**config.mk**
```make
export PLATFORM = sky130hd
export DESIGN_NAME = addr_xlate
export DESIGN_NICKNAME = d
export VERILOG_FILES = /design/src/rtl/xlate_pkg.sv /design/src/rtl/xlate_tlb.sv /design/src/rtl/xlate_walker.sv /design/src/rtl/addr_xlate.sv
export SDC_FILE = /design/constraint.sdc
export NUM_CORES = 1
export LEC_CHECK = 0
export BUFFER_PORTS_ARGS = -buffer_cell sky130_fd_sc_hd__buf_2
export CORE_MARGIN = 2
export CORE_UTILIZATION = 54
export DETAILED_ROUTE_END_ITERATION = 16
export PLACE_DENSITY = 0.73
export SYNTH_ARGS = -nofsm -noshare
export SYNTH_HDL_FRONTEND = slang
export SYNTH_SLANG_ARGS = --single-unit
```
**constraint.sdc**
```tcl
create_clock -name clk_i -period 2.65 [get_ports clk_i]
set_input_delay 0.53 -clock clk_i [delete_from_list [all_inputs] [get_ports clk_i]]
set_output_delay 0.53 -clock clk_i [all_outputs]
set_load 0.005 [all_outputs]
```
**src/rtl/xlate_pkg.sv**
```systemverilog
package xlate_pkg;
  localparam int VA_W   = 32;
  localparam int OFF_W  = 12;
  localparam int IDX_W  = 5;
  localparam int VPN_W  = VA_W - OFF_W;
  localparam int PPN_W  = VPN_W;
  localparam int TBL_W  = IDX_W + 2;          // 128-byte table alignment
  localparam int BASE_W = VA_W - TBL_W;
  localparam int PTE_V  = 0;
  localparam int PTE_X  = 1;

  typedef struct packed {
    logic             valid;
    logic [VPN_W-1:0] vpn;
    logic [PPN_W-1:0] ppn;
    logic             exec;
  } tlb_ent_t;
endpackage

```
**src/rtl/xlate_tlb.sv**
```systemverilog
module xlate_tlb
  import xlate_pkg::*;
#(
  parameter int DEPTH = 8
) (
  input  logic             clk_i,
  input  logic             rst_ni,
  input  logic             flush_i,
  input  logic [VPN_W-1:0] lk_vpn_i,
  output logic             lk_hit_o,
  output logic [PPN_W-1:0] lk_ppn_o,
  output logic             lk_exec_o,
  input  logic             ins_i,
  input  logic [VPN_W-1:0] ins_vpn_i,
  input  logic [PPN_W-1:0] ins_ppn_i,
  input  logic             ins_exec_i
);
  localparam int PTR_W = (DEPTH > 1) ? $clog2(DEPTH) : 1;
  localparam logic [PTR_W-1:0] PTR_LAST = PTR_W'(DEPTH - 1);

  tlb_ent_t         ent_q [DEPTH];
  logic [DEPTH-1:0] match;
  logic [PTR_W-1:0] ptr_q;

  for (genvar g = 0; g < DEPTH; g++) begin : g_cmp
    assign match[g] = ent_q[g].valid && (ent_q[g].vpn == lk_vpn_i);
  end

  always_comb begin
    lk_hit_o  = 1'b0;
    lk_ppn_o  = '0;
    lk_exec_o = 1'b0;
    for (int i = 0; i < DEPTH; i++) begin
      if (match[i]) begin
        lk_hit_o  = 1'b1;
        lk_ppn_o  = lk_ppn_o | ent_q[i].ppn;
        lk_exec_o = lk_exec_o | ent_q[i].exec;
      end
    end
  end

  // flush beats a same-cycle install
  always_ff @(posedge clk_i or negedge rst_ni) begin
    if (!rst_ni) begin
      for (int i = 0; i < DEPTH; i++) ent_q[i] <= '0;
      ptr_q <= '0;
    end else if (flush_i) begin
      for (int i = 0; i < DEPTH; i++) ent_q[i].valid <= 1'b0;
      ptr_q <= '0;
    end else if (ins_i) begin
      ent_q[ptr_q] <= '{valid: 1'b1, vpn: ins_vpn_i, ppn: ins_ppn_i, exec: ins_exec_i};
      ptr_q        <= (ptr_q == PTR_LAST) ? '0 : ptr_q + 1'b1;
    end
  end
endmodule

```
**src/rtl/xlate_walker.sv**
```systemverilog
module xlate_walker
  import xlate_pkg::*;
(
  input  logic             clk_i,
  input  logic             rst_ni,
  input  logic [VA_W-1:0]  root_i,
  input  logic             req_valid_i,
  input  logic [VA_W-1:0]  req_vaddr_i,
  input  logic             req_fetch_i,
  output logic             ready_o,
  input  logic             tlb_hit_i,
  input  logic [PPN_W-1:0] tlb_ppn_i,
  input  logic             tlb_exec_i,
  output logic             ins_o,
  output logic [VPN_W-1:0] ins_vpn_o,
  output logic [PPN_W-1:0] ins_ppn_o,
  output logic             ins_exec_o,
  output logic             rsp_valid_o,
  output logic [VA_W-1:0]  rsp_paddr_o,
  output logic             rsp_fault_o,
  output logic [2:0]       rsp_flvl_o,
  output logic             mem_req_o,
  output logic [VA_W-1:0]  mem_addr_o,
  input  logic             mem_ack_i,
  input  logic [VA_W-1:0]  mem_rdata_i
);
  typedef enum logic [1:0] {S_IDLE, S_WALK, S_DONE} st_e;

  st_e               st_q;
  logic [VPN_W-1:0]  vpn_q;
  logic [OFF_W-1:0]  off_q;
  logic              fetch_q;
  logic [2:0]        lvl_q;
  logic [BASE_W-1:0] base_q;
  logic [VA_W-1:0]   paddr_q;
  logic              fault_q;
  logic [2:0]        flvl_q;
  logic [IDX_W-1:0]  idx;
  logic              pte_ok, leaf_done;
  logic              unused_bits;

  assign unused_bits = ^{root_i[TBL_W-1:0], mem_rdata_i[TBL_W-1:PTE_X+1]};

  always_comb begin
    unique case (lvl_q)
      3'd4:    idx = vpn_q[4*IDX_W-1:3*IDX_W];
      3'd3:    idx = vpn_q[3*IDX_W-1:2*IDX_W];
      3'd2:    idx = vpn_q[2*IDX_W-1:IDX_W];
      default: idx = vpn_q[IDX_W-1:0];
    endcase
  end

  assign pte_ok     = mem_rdata_i[PTE_V];
  assign leaf_done  = (st_q == S_WALK) && mem_ack_i && pte_ok && (lvl_q == 3'd1);

  assign ready_o     = (st_q == S_IDLE);
  assign mem_req_o   = (st_q == S_WALK);
  assign mem_addr_o  = {base_q, idx, 2'b00};
  assign rsp_valid_o = (st_q == S_DONE);
  assign rsp_paddr_o = paddr_q;
  assign rsp_fault_o = fault_q;
  assign rsp_flvl_o  = flvl_q;

  assign ins_o      = leaf_done;
  assign ins_vpn_o  = vpn_q;
  assign ins_ppn_o  = mem_rdata_i[VA_W-1:OFF_W];
  assign ins_exec_o = mem_rdata_i[PTE_X];

  always_ff @(posedge clk_i or negedge rst_ni) begin
    if (!rst_ni) begin
      st_q    <= S_IDLE;
      vpn_q   <= '0;
      off_q   <= '0;
      fetch_q <= 1'b0;
      lvl_q   <= 3'd4;
      base_q  <= '0;
      paddr_q <= '0;
      fault_q <= 1'b0;
      flvl_q  <= '0;
    end else begin
      unique case (st_q)
        S_IDLE: if (req_valid_i) begin
          vpn_q   <= req_vaddr_i[VA_W-1:OFF_W];
          off_q   <= req_vaddr_i[OFF_W-1:0];
          fetch_q <= req_fetch_i;
          if (tlb_hit_i) begin
            fault_q <= req_fetch_i && !tlb_exec_i;
            paddr_q <= (req_fetch_i && !tlb_exec_i) ? '0 :
                       {tlb_ppn_i, req_vaddr_i[OFF_W-1:0]};
            flvl_q  <= '0;
            st_q    <= S_DONE;
          end else begin
            lvl_q  <= 3'd4;
            base_q <= root_i[VA_W-1:TBL_W];
            st_q   <= S_WALK;
          end
        end
        S_WALK: if (mem_ack_i) begin
          if (!pte_ok) begin
            fault_q <= 1'b1;
            flvl_q  <= lvl_q;
            paddr_q <= '0;
            st_q    <= S_DONE;
          end else if (lvl_q == 3'd1) begin
            fault_q <= fetch_q && !mem_rdata_i[PTE_X];
            paddr_q <= (fetch_q && !mem_rdata_i[PTE_X]) ? '0 :
                       {mem_rdata_i[VA_W-1:OFF_W], off_q};
            flvl_q  <= '0;
            st_q    <= S_DONE;
          end else begin
            base_q <= mem_rdata_i[VA_W-1:TBL_W];
            lvl_q  <= lvl_q - 3'd1;
          end
        end
        default: st_q <= S_IDLE;
      endcase
    end
  end
endmodule

```
**src/rtl/addr_xlate.sv**
```systemverilog
module addr_xlate
  import xlate_pkg::*;
#(
  parameter int TLB_DEPTH = 8
) (
  input  logic        clk_i,
  input  logic        rst_ni,
  input  logic        flush_i,
  input  logic [31:0] root_i,
  input  logic        req_valid_i,
  input  logic [31:0] req_vaddr_i,
  input  logic        req_fetch_i,
  output logic        ready_o,
  output logic        rsp_valid_o,
  output logic [31:0] rsp_paddr_o,
  output logic        rsp_fault_o,
  output logic [2:0]  rsp_flvl_o,
  output logic        mem_req_o,
  output logic [31:0] mem_addr_o,
  input  logic        mem_ack_i,
  input  logic [31:0] mem_rdata_i
);
  logic             tlb_hit, tlb_exec, ins, ins_exec;
  logic [PPN_W-1:0] tlb_ppn, ins_ppn;
  logic [VPN_W-1:0] ins_vpn;

  xlate_tlb #(.DEPTH(TLB_DEPTH)) u_tlb (
    .clk_i      (clk_i),
    .rst_ni     (rst_ni),
    .flush_i    (flush_i),
    .lk_vpn_i   (req_vaddr_i[VA_W-1:OFF_W]),
    .lk_hit_o   (tlb_hit),
    .lk_ppn_o   (tlb_ppn),
    .lk_exec_o  (tlb_exec),
    .ins_i      (ins),
    .ins_vpn_i  (ins_vpn),
    .ins_ppn_i  (ins_ppn),
    .ins_exec_i (ins_exec)
  );

  xlate_walker u_walk (
    .clk_i       (clk_i),
    .rst_ni      (rst_ni),
    .root_i      (root_i),
    .req_valid_i (req_valid_i),
    .req_vaddr_i (req_vaddr_i),
    .req_fetch_i (req_fetch_i),
    .ready_o     (ready_o),
    .tlb_hit_i   (tlb_hit),
    .tlb_ppn_i   (tlb_ppn),
    .tlb_exec_i  (tlb_exec),
    .ins_o       (ins),
    .ins_vpn_o   (ins_vpn),
    .ins_ppn_o   (ins_ppn),
    .ins_exec_o  (ins_exec),
    .rsp_valid_o (rsp_valid_o),
    .rsp_paddr_o (rsp_paddr_o),
    .rsp_fault_o (rsp_fault_o),
    .rsp_flvl_o  (rsp_flvl_o),
    .mem_req_o   (mem_req_o),
    .mem_addr_o  (mem_addr_o),
    .mem_ack_i   (mem_ack_i),
    .mem_rdata_i (mem_rdata_i)
  );
endmodule

```
; After elaboration in Yosys (flattened, before gate mapping)
; Index checks and enable logic that the tools add are counted.
[word_totals]
regBits = 438
input_bits = 102
output_inout_bits = 71
elab_cells = 186
[op_classes]
n_addsub = 2
order_cmp = 2
eq_ne = 22
muxes = 78
bitwise_logic = 16
reduce_logical = 24
[ops]
columns = operator, count
row1 = 336-bit bitwise mux, 1
row2 = 336-bit 2-to-1 mux, 1
row3 = 32-bit 2-to-1 mux, 7
row4 = 20-bit == test, 8
row5 = 20-bit 2-to-1 mux, 8
row6 = 20-bit bitwise OR, 7
row7 = 42-bit demux with 3-bit select, 1
row8 = 25-bit 2-to-1 mux, 5
row9 = 32-bit case mux with 2 select lines, 1
row10 = 25-bit case mux with 2 select lines, 1
row11 = 42-bit 2-to-1 mux, 1
row12 = 3-bit 2-to-1 mux, 13
row13 = 1-bit 2-to-1 mux, 29
row14 = 5-bit case mux with 3 select lines, 1
row15 = 1-bit logical AND, 14
row16 = 3-bit case mux with 2 select lines, 2
row17 = 2-bit 2-to-1 mux, 5
row18 = 1-bit bitwise OR, 7
row19 = "3-bit by 2-bit == test with 1-bit output, second input constant", 2
row20 = "3-bit == test, second input constant", 2
row21 = "2-bit by 1-bit != test with 1-bit output, second input constant", 3
row22 = "2-bit != test, second input constant", 3
row23 = 6-bit AND reduction, 1
row24 = 5-bit AND reduction, 1
row25 = 17 further kinds, 20

; Depth between registers and ports, before layout
; Gate-level depths: netlist of the first run.
[logic_depth]
depth_word = 23
ltp_mapped = 11
depth_no_buf = 8

; By module
; Synthesis of the first run repeated with hierarchy kept, for this count alone.
[hier_totals]
cells_unflattened = 1644
hier_area_um2 = 21080.2
[by_module_without_submodules]
columns = module, instances, cells_per_inst, area_each_um2, seq_area_each_um2
row1 = xlate_tlb, 1, 1234, 16293.1, 8483.1
row2 = xlate_walker, 1, 410, 4787.1, 2478.6

; Worst setup path before layout of the first run
; OpenSTA, ideal clock, no wires.
[synth_path]
path_kind = in2reg
startpoint = input port req_vaddr_i[16]
endpoint = register u_walk.paddr_q[10], in the netlist u_walk.rsp_paddr_o[10]
setup_ns = 0.077
arrival_ns = 3.000
required_ns = 2.573
slack_ns = -0.428
path_stages = 10
path_buffers = 2
path_cell_list = buf_2 xor2_1 or4b_1 or4_1 o32a_1 a41o_1 a21oi_4 buf_2 nor2_1 a21oi_1
[synth_via]
elab_chain_len = 23
word_cells_on_any_way = 47
cone_classes = eq/ne: 9 / mux: 20 / bitwise: 7 / reduce/logical: 11
[synth_lines]
columns = item, line
row1 = from (decl), addr_xlate.sv:11  ; input logic [31:0] req_vaddr_i,
row2 = 20-bit == test, xlate_tlb.sv:26  ; assign match[g] = ent_q[g].valid && (ent_q[g].vpn == lk_vpn_i);
row3 = 1-bit logical AND, xlate_tlb.sv:26
row4 = 1-bit 2-to-1 mux, xlate_tlb.sv:34  ; if (match[i]) begin
row5 = 1-bit bitwise OR, xlate_tlb.sv:37  ; lk_exec_o = lk_exec_o | ent_q[i].exec;
row6 = 1-bit 2-to-1 mux, xlate_tlb.sv:34
row7 = 1-bit bitwise OR, xlate_tlb.sv:37
row8 = 1-bit 2-to-1 mux, xlate_tlb.sv:34
row9 = 1-bit bitwise OR, xlate_tlb.sv:37
row10 = [... 7 more ...], -
row11 = 1-bit bitwise OR, xlate_tlb.sv:37
row12 = 1-bit 2-to-1 mux, xlate_tlb.sv:34
row13 = 1-bit logical NOT, xlate_walker.sv:88  ; paddr_q <= (req_fetch_i && !tlb_exec_i) ? '0 :
row14 = 1-bit logical AND, xlate_walker.sv:88
row15 = 32-bit 2-to-1 mux, xlate_walker.sv:88
row16 = 32-bit 2-to-1 mux, xlate_walker.sv:86  ; if (tlb_hit_i) begin
row17 = 32-bit 2-to-1 mux, xlate_walker.sv:82  ; S_IDLE: if (req_valid_i) begin
row18 = 32-bit case mux with 2 select lines, xlate_walker.sv:81  ; unique case (st_q)
row19 = to (signal assigned), xlate_walker.sv:88
row20 = to (signal assigned), xlate_walker.sv:106  ; paddr_q <= (fetch_q && !mem_rdata_i[PTE_X]) ? '0 :
row21 = to (decl), xlate_walker.sv:35  ; logic [VA_W-1:0] paddr_q;
; Parallel ways exist; a longest one is shown, timed or not. The select of a mux whose other input is x is not followed.
; A chain may end at the register's enable or synchronous reset.

; Worst setup path after layout of the first run
[layout_path]
startpoint = register u_tlb.ent_q[152] (netlist bit)
endpoint = register u_walk.paddr_q[14], in the netlist u_walk.rsp_paddr_o[14]
[layout_via]
elab_chain_len = 15
word_cells_on_any_way = 28
cone_classes = eq/ne: 2 / mux: 16 / bitwise: 6 / reduce/logical: 4
[layout_lines]
columns = item, line
row1 = from (decl), xlate_tlb.sv:21  ; tlb_ent_t ent_q [DEPTH];
row2 = "from (signal, indexed assignment)", xlate_tlb.sv:51  ; ent_q[ptr_q] <= '{valid: 1'b1, vpn: ins_vpn_i, ppn: ins_ppn_i, exec: ins_exec_i};
row3 = 20-bit == test (*), xlate_tlb.sv:26
row4 = 1-bit logical AND (*), xlate_tlb.sv:26
row5 = 1-bit 2-to-1 mux, xlate_tlb.sv:34
row6 = 1-bit bitwise OR, xlate_tlb.sv:37
row7 = 1-bit 2-to-1 mux, xlate_tlb.sv:34
row8 = 1-bit bitwise OR, xlate_tlb.sv:37
row9 = 1-bit 2-to-1 mux, xlate_tlb.sv:34
row10 = 1-bit bitwise OR, xlate_tlb.sv:37
row11 = 1-bit 2-to-1 mux, xlate_tlb.sv:34
row12 = 1-bit logical NOT, xlate_walker.sv:88
row13 = 1-bit logical AND, xlate_walker.sv:88
row14 = 32-bit 2-to-1 mux, xlate_walker.sv:88
row15 = 32-bit 2-to-1 mux, xlate_walker.sv:86
row16 = 32-bit 2-to-1 mux, xlate_walker.sv:82
row17 = 32-bit case mux with 2 select lines, xlate_walker.sv:81
; Mark *: on every way between the ends. The rest lies on a longest branch, timed or not. The select of a mux whose other input is x is not followed.

==> metrics.md, run 1 <==
| Metric | Value |
|---|---|
| Status | complete, but fails checks |
| Failing checks | setup timing |
| CP endpoint kind | flop |
| Vias in the first global route | 15620 |
| Wire length per cell | 25.65 um |
| Commonest non-fill, non-tap cells in the layout | dfrtp_1 (435), mux2_2 (351), buf_2 (157) |
| PwrDens | 816.1 nW/um2 |
| Commonest non-fill, non-tap cell in the layout | dfrtp_1 |
| Crit path max fanout | 5 |
| Final worst slack | -0.3653 ns |
| CTS tree | done |
| Worst-Skew Late Latency | 0.59 ns |
| Start point of the worst hold path | root_i[29] |
| Final Skew | ~0.016 ns |
| Synth cell types | 50 |
| RSZ-0062 raised after global routing | true |
| Top_reg_cell synth | dfrtp_1 |
| Num Clock Sinks | approximately 440 |
| GR Overflow Total | 0 |
| Fmax | around 330 MHz |
| Synthesized cell area | about 20000 um2 |
| Slew Limit Headroom | 49.24% |
| Die area | ~39000 um2 |
| EDFF count, synth | 0 |
| Post-route ant nets | 0 |
| Layout cell share with drive strength beyond 1 | 44.81% |
| # fillers | 2682 |
| Final critical-path share of the clock period | 113.8% |
| Initial antenna violation count | 0 |
| CP required | about 3.2 ns |
| Minimum clock period | 3.015 ns |
| Worst VDD drop | about 630 uV |
| GRT Total Usage | 32.79% |
| DR vias/cell | 6.098 |
| Pin count of the biggest net entering global routing | 76 |
| Fin. Hold Viols | 0 |
| PortBufs | 158 |
| Post-layout nets | approximately 2100 |
| Worst-margin pin slew | 0.7614 ns |
| Endpoints failing setup | 53 |
| Crit path launch | u_tlb.ent_q[152] |
| Fin util | 68.69% |
| GPL Wtd Cong | 0.9897 |
| Sequential-to-total area share from yosys stat | 53.76% |
| Max-cap violation count | 0 |
| Clock Root Buffer | clkbuf_16 |
| Worst-case clock buffer depth | 3 |
| Diodes inserted | 0 |
| Starting DRC count in detailed routing | 1237 |
| Vias | 15392 |
| H-tree levels | 2 |
| Clock Pin Slew Worst Setup and Hold Paths | ~0.060 ns |
| # IOs | approximately 170 |
| Post-route DRC | 0 |
| Post-DP HPWL | 41020 um |
| Drt total wl | 64740 um |
| Die Span Y | approximately 200 um |
| Lkg Pwr | 0.01225 uW |
| Die X | just under 200 um |
| Reg2reg start | u_tlb.ent_q[152] |
| Setup slack, reg-to-reg | -0.37 ns |
| Worst Path Class, Setup | reg -> reg |
| Crit start category | flop |
| Placed Cells | 2403 |
| First-pass GRT wire length | between 90000 and 100000 um |
| Syn_area_per_cell | roughly 12 um2 |
| Mapped Cells | 1705 |
| Post-route non-filler standard cell count | roughly 2500 |
| CORE AREA | between 30000 and 40000 um2 |
| Seq cells post-synth | 438 |
| Hold Path Class | in -> reg |
| Yosys warns | 0 |
| Initial cell density of the core | 54.52% |
| Fin. max-slew vios | 0 |
| Layout area overhead | 25.99% |
| Row cnt | 71 |
| Post-synth ARST share | between 90% and 100% |
| Drt first pass iters | 5 |
| Crit path DAT | ~3.5 ns |
| CTS buffer count | 46 |
==> per-stage QoR <==
step / setup slack [ns] / total power, uW / hold WS, ns / TNS [ns] / instance area (um2)
6_report: -0.3653 / 20970 / 0.1905 / -12.12 / 25690
5_1_grt: -0.4187 / 21810 / 0.1837 / -15.40 / 25690
4_1_cts: -0.3309 / 20160 / 0.1756 / -10.10 / 25020
3_5_place_dp: -0.7355 / 13130 / 0.4711 / -39.33 / 22940
3_3_place_gp: -0.7039 / 13000 / 0.4764 / -38.01 / 22940
2_1_floorplan: -0.2326 / 10860 / 0.2344 / -8.095 / 20610
==> synthesized netlist by cell type, drive strengths merged, types with 2 or more instances <==
cell type	number	share of area (%)
a21oi	40	1.0
a222oi	6	0.29
a22oi	93	3.4
a2bb2oi	2	0.086
a31oi	49	1.5
and2	6	0.18
and3	4	0.12
and4	5	0.21
buf	72	1.6
clkbuf	72	1.3
dfrtp	437	54
ha	7	0.43
inv	17	0.31
mux2	351	19
mux2i	5	0.25
nand2	144	2.7
nand2b	5	0.15
nand3	28	0.69
nand4	37	1.1
nand4b	7	0.30
nor2	49	0.90
nor2b	3	0.092
nor3	5	0.12
nor4	21	0.64
o21ai	45	1.1
or3	5	0.15
or4	6	0.22
or4b	8	0.39
or4bb	2	0.11
xnor2	116	5.0
xor2	44	1.9
==> worst max-delay path: stages, from the launching register on <==
cell,delay [ns]
dfrtp_1,0.42
xnor2_2,0.23
or4b_1,0.46
or4_4,0.55
a2bb2oi_1,0.17
a41o_1,0.31
a21oi_4,0.21
buf_6,0.16
buf_12,0.12
buf_16,0.14
nor2_4,0.04
a31oi_1,0.14
==> registers in the layout, indices dropped and copies added (netlist names) <==
| name | count |
|---|---|
| u_tlb.ent_q | 336 |
| u_tlb.ptr_q | 3 |
| u_walk.base_q | 25 |
| u_walk.fetch_q | 1 |
| u_walk.ins_vpn_o | 20 |
| u_walk.lvl_q | 3 |
| u_walk.off_q | 12 |
| u_walk.rsp_fault_o | 1 |
| u_walk.rsp_flvl_o | 3 |
| u_walk.rsp_paddr_o | 32 |
| u_walk.st_q | 2 |
==> area by class of cell <==
type,count,area (um2),share of cell area [%]
Clock buffer,70,1373,5.343
Tap cell,511,639.4,2.489
Multi-Input combinational cell,1106,9490,36.94
Inverter,18,67.56,0.2630
Clock inverter,15,147.6,0.5747
Timing Repair Buffer,366,3008,11.71
Sequential cell,438,10960,42.68
==> power by group <==
part	switching [uW]	internal (uW)	total, uW
logic	3010	2710	5720
registers	1050	7650	8700
clock network	2760	3780	6540
==> repair_timing <==
action | 4_1_cts | 5_1_grt
buffers inserted | 18 | 12
hold buffers | 1 | 0
hold endpoints to repair | 32 | 0
resized for setup | 50 | 87
cloned | 6 | 6
endpoints found under the setup margin | 69 | 70
pin swaps | 20 | 29
==> kinds of logic (layout without fill, tap and decap cells) <==
group,after synthesis,after routing,share of synthesized area [%]
adder cells (fa/ha/maj),7,7,0.4295
other,1,2,0.01839
buffers and inverters,162,469,3.258
XOR/XNOR,160,160,6.873
multiplexers,356,356,19.63
flip-flops,438,438,53.76
AND/OR/NAND/NOR,340,340,8.297
AO/OA/AOI/OAI,241,241,7.732
==> routing by layer <==
layer | wire, um | GRT usage (%) | share of wire (%)
met1 | 27010 | 44.44 | 42
met2 | 30270 | 51.31 | 47
met3 | 4898 | 7.392 | 7.6
met4 | 2562 | 13.34 | 4.0
met5 | 0 | 0 | 0
==> path summary, 6_finish.rpt <==
kind                                     endpoint  cells past startpoint
min in group asynchronous        u_tlb.ent_q[278]                      2
max in group asynchronous        u_walk.base_q[1]                      3
setup reg to reg           u_walk.rsp_paddr_o[14]                     11
setup / recovery           u_walk.rsp_paddr_o[14]                     11
hold reg to reg                   u_tlb.ent_q[61]                      1
hold / removal                  u_walk.base_q[22]                      3
No activity file was read; power rests on OpenSTA's default activity.
==> run 2: changes to the inputs <==
--- a/config.mk
+++ b/config.mk
@@ -9,6 +9,7 @@
 export CORE_MARGIN = 2
 export CORE_UTILIZATION = 54
 export DETAILED_ROUTE_END_ITERATION = 16
+export MAX_ROUTING_LAYER = met4
 export PLACE_DENSITY = 0.73
 export SYNTH_ARGS = -nofsm -noshare
 export SYNTH_HDL_FRONTEND = slang
==> metrics.md, run 2 (synthesis results as in run 1) <==
| Metric | Value |
|---|---|
| Initial cell density of the core | approximately 55% |
| Diodes inserted | 0 |
| Clock Pin Slew Worst Setup and Hold Paths | 0.06 ns |
| Die area | 39330 um2 |
| Worst VDD drop | 616.4 uV |
| Wire length per cell | 24.70 um |
| Max-cap violation count | 0 |
| Die Span Y | 198.3 um |
| DR vias/cell | 5.985 |
| Commonest non-fill, non-tap cells in the layout | dfrtp_1 (435), mux2_2 (351), buf_2 (157) |
| R2r endpoint | u_walk.rsp_paddr_o[30] |
| Top reg by flops | u_tlb.ent_q |
| Endpoints failing setup | 64 |
| Crit path DAT | ~3.5 ns |
| H-tree levels | 2 |
| Starting DRC count in detailed routing | between 1000 and 1500 |
| Lkg Pwr | approximately 0.012 uW |
| Crit start category | flop |
| WHS Path Cells | 2 |
| Fin. Hold Viols | 0 |
| Tot Pwr | about 21000 uW |
| # IOs | 173 |
| Layout cell share with drive strength beyond 1 | between 40% and 50% |
| CTS buffer count | 47 |
| Largest register FFs | about 340 |
| Row cnt | 71 |
| Worst Hold End | u_walk.off_q[8] |
| Reg2Reg Depth | 9 |
| Slew Limit Headroom | 58.64% |
| Die X | between 150 and 200 um |
| Start point of the worst hold path | req_vaddr_i[8] |
| RSZ-0062 raised after global routing | true |
| Pin count of the biggest net entering global routing | 60 |
| PortBufs | 158 |
| Post-route ant nets | 0 |
| Worst-case clock buffer depth | 3 |
| Fmax | 329.6 MHz |
| Num Clock Sinks | around 440 |
| CORE AREA | ~37000 um2 |
| Final critical-path share of the clock period | 114.5% |
| Post-route DRC | 0 |
| CP endpoint kind | flop |
| Vias in the first global route | 14919 |
| Reg2reg start | u_tlb.ent_q[34] |
| Worst-margin pin slew | 0.6152 ns |
| GR Overflow Total | 0 |
| Fin Hold WS | 0.1836 ns |
| Worst-Skew Late Latency | ~0.6 ns |
| Drt total wl | 61990 um |
| Layout area overhead | 25.23% |
| Worst Path Class, Setup | reg -> reg |
| Hold Path Class | in -> reg |
| PwrDens | 825.8 nW/um2 |
| CTS tree | done |
| Clock Root Buffer | clkbuf_16 |
| Fin. max-slew vios | 0 |
| Setup slack, reg-to-reg | -0.38 ns |
| Commonest non-fill, non-tap cell in the layout | dfrtp_1 |
| GPL Wtd Cong | 0.9807 |
| First-pass GRT wire length | 93010 um |
| Crit path max fanout | 10 |
| Vias | roughly 15000 |
| Failing checks | setup timing |
| Minimum clock period | around 3.0 ns |
| Status | complete, but fails checks |
| GRT Total Usage | 32.80% |
| Post-layout nets | around 2100 |
| Post-DP HPWL | between 40000 and 50000 um |
| Final worst slack | -0.3841 ns |
| Drt first pass iters | 7 |
| Final Skew | 0.02769 ns |
| CP required | 3.11 ns |
| Initial antenna violation count | 0 |
## run 2: how the worst max path moves through the flow
stage                    startpoint  slack (ns)  cells past startpoint                     end
finish              u_tlb.ent_q[34]       -0.38                      9  u_walk.rsp_paddr_o[30]
global route        u_tlb.ent_q[34]       -0.44                      9  u_walk.rsp_paddr_o[16]
CTS                 u_tlb.ent_q[34]       -0.35                     10  u_walk.rsp_paddr_o[28]
detailed placement  req_vaddr_i[28]       -0.79                     11  u_walk.rsp_paddr_o[14]
global placement    req_vaddr_i[28]       -0.73                     11  u_walk.rsp_paddr_o[26]
floorplan           req_vaddr_i[16]       -0.23                     10  u_walk.rsp_paddr_o[13]
## run 2: power by group
part           internal (uW)  switching (uW)
registers               7650            1090
logic                   2420            2660
clock network           4450            2810
total                  14500            6560
## run 2: metal layers
| metal | vias to the layer above | global-route usage [%] | share of wire [%] |
|---|---|---|---|
| met5 | - | - | 0 |
| met3 | 110 | 4.701 | 6.3 |
| met2 | 543 | 50.31 | 47 |
| met4 | 0 | 10.11 | 2.7 |
| met1 | 7762 | 45.51 | 44 |
| li1 | 6608 | - | - |
## run 2: cell type report
| cell class | count | area (um2) |
|---|---|---|
| Clock buffer | 60 | 1335 |
| Clock inverter | 25 | 381.6 |
| Fill cell | 2685 | 11870 |
| Inverter | 18 | 68.82 |
| Multi-Input combinational cell | 1106 | 9235 |
| Sequential cell | 438 | 10960 |
| Tap cell | 511 | 639.4 |
| Timing Repair Buffer | 352 | 2909 |
## run 2: stage by stage
stage / instances / setup slack, ns / instance area, um2 / utilization (%) / TNS, ns
final: 2510 / -0.3841 / 25530 / 68.27 / -12.39
after global routing: 2510 / -0.4392 / 25530 / 68.27 / -15.85
after CTS: 2501 / -0.3499 / 25130 / 67.19 / -10.80
after detailed placement: 2402 / -0.7895 / 22980 / 61.44 / -43.20
after global placement: 2402 / -0.7285 / 22980 / 61.44 / -41.37
after floorplan: 1706 / -0.2326 / 20610 / - / -8.095
## run 2: worst max-delay path: stages, from the launching register on
cell       delay [ns]
dfrtp_1          0.41
xor2_2           0.20
or4b_1           0.52
or4_1            0.42
o32a_1           0.33
a41o_1           0.24
a21oi_4          0.19
buf_4            0.20
bufbuf_16        0.31
a31oi_1          0.09
## run 2: what timing repair did
action | CTS | global route
gates resized for setup | 50 | 54
hold buffers | 1 | 0
gates cloned | 5 | 3
hold endpoints to repair | 41 | 0
pin swaps | 10 | 24
endpoints found under the setup margin | 70 | 71
buffers inserted | 8 | 12
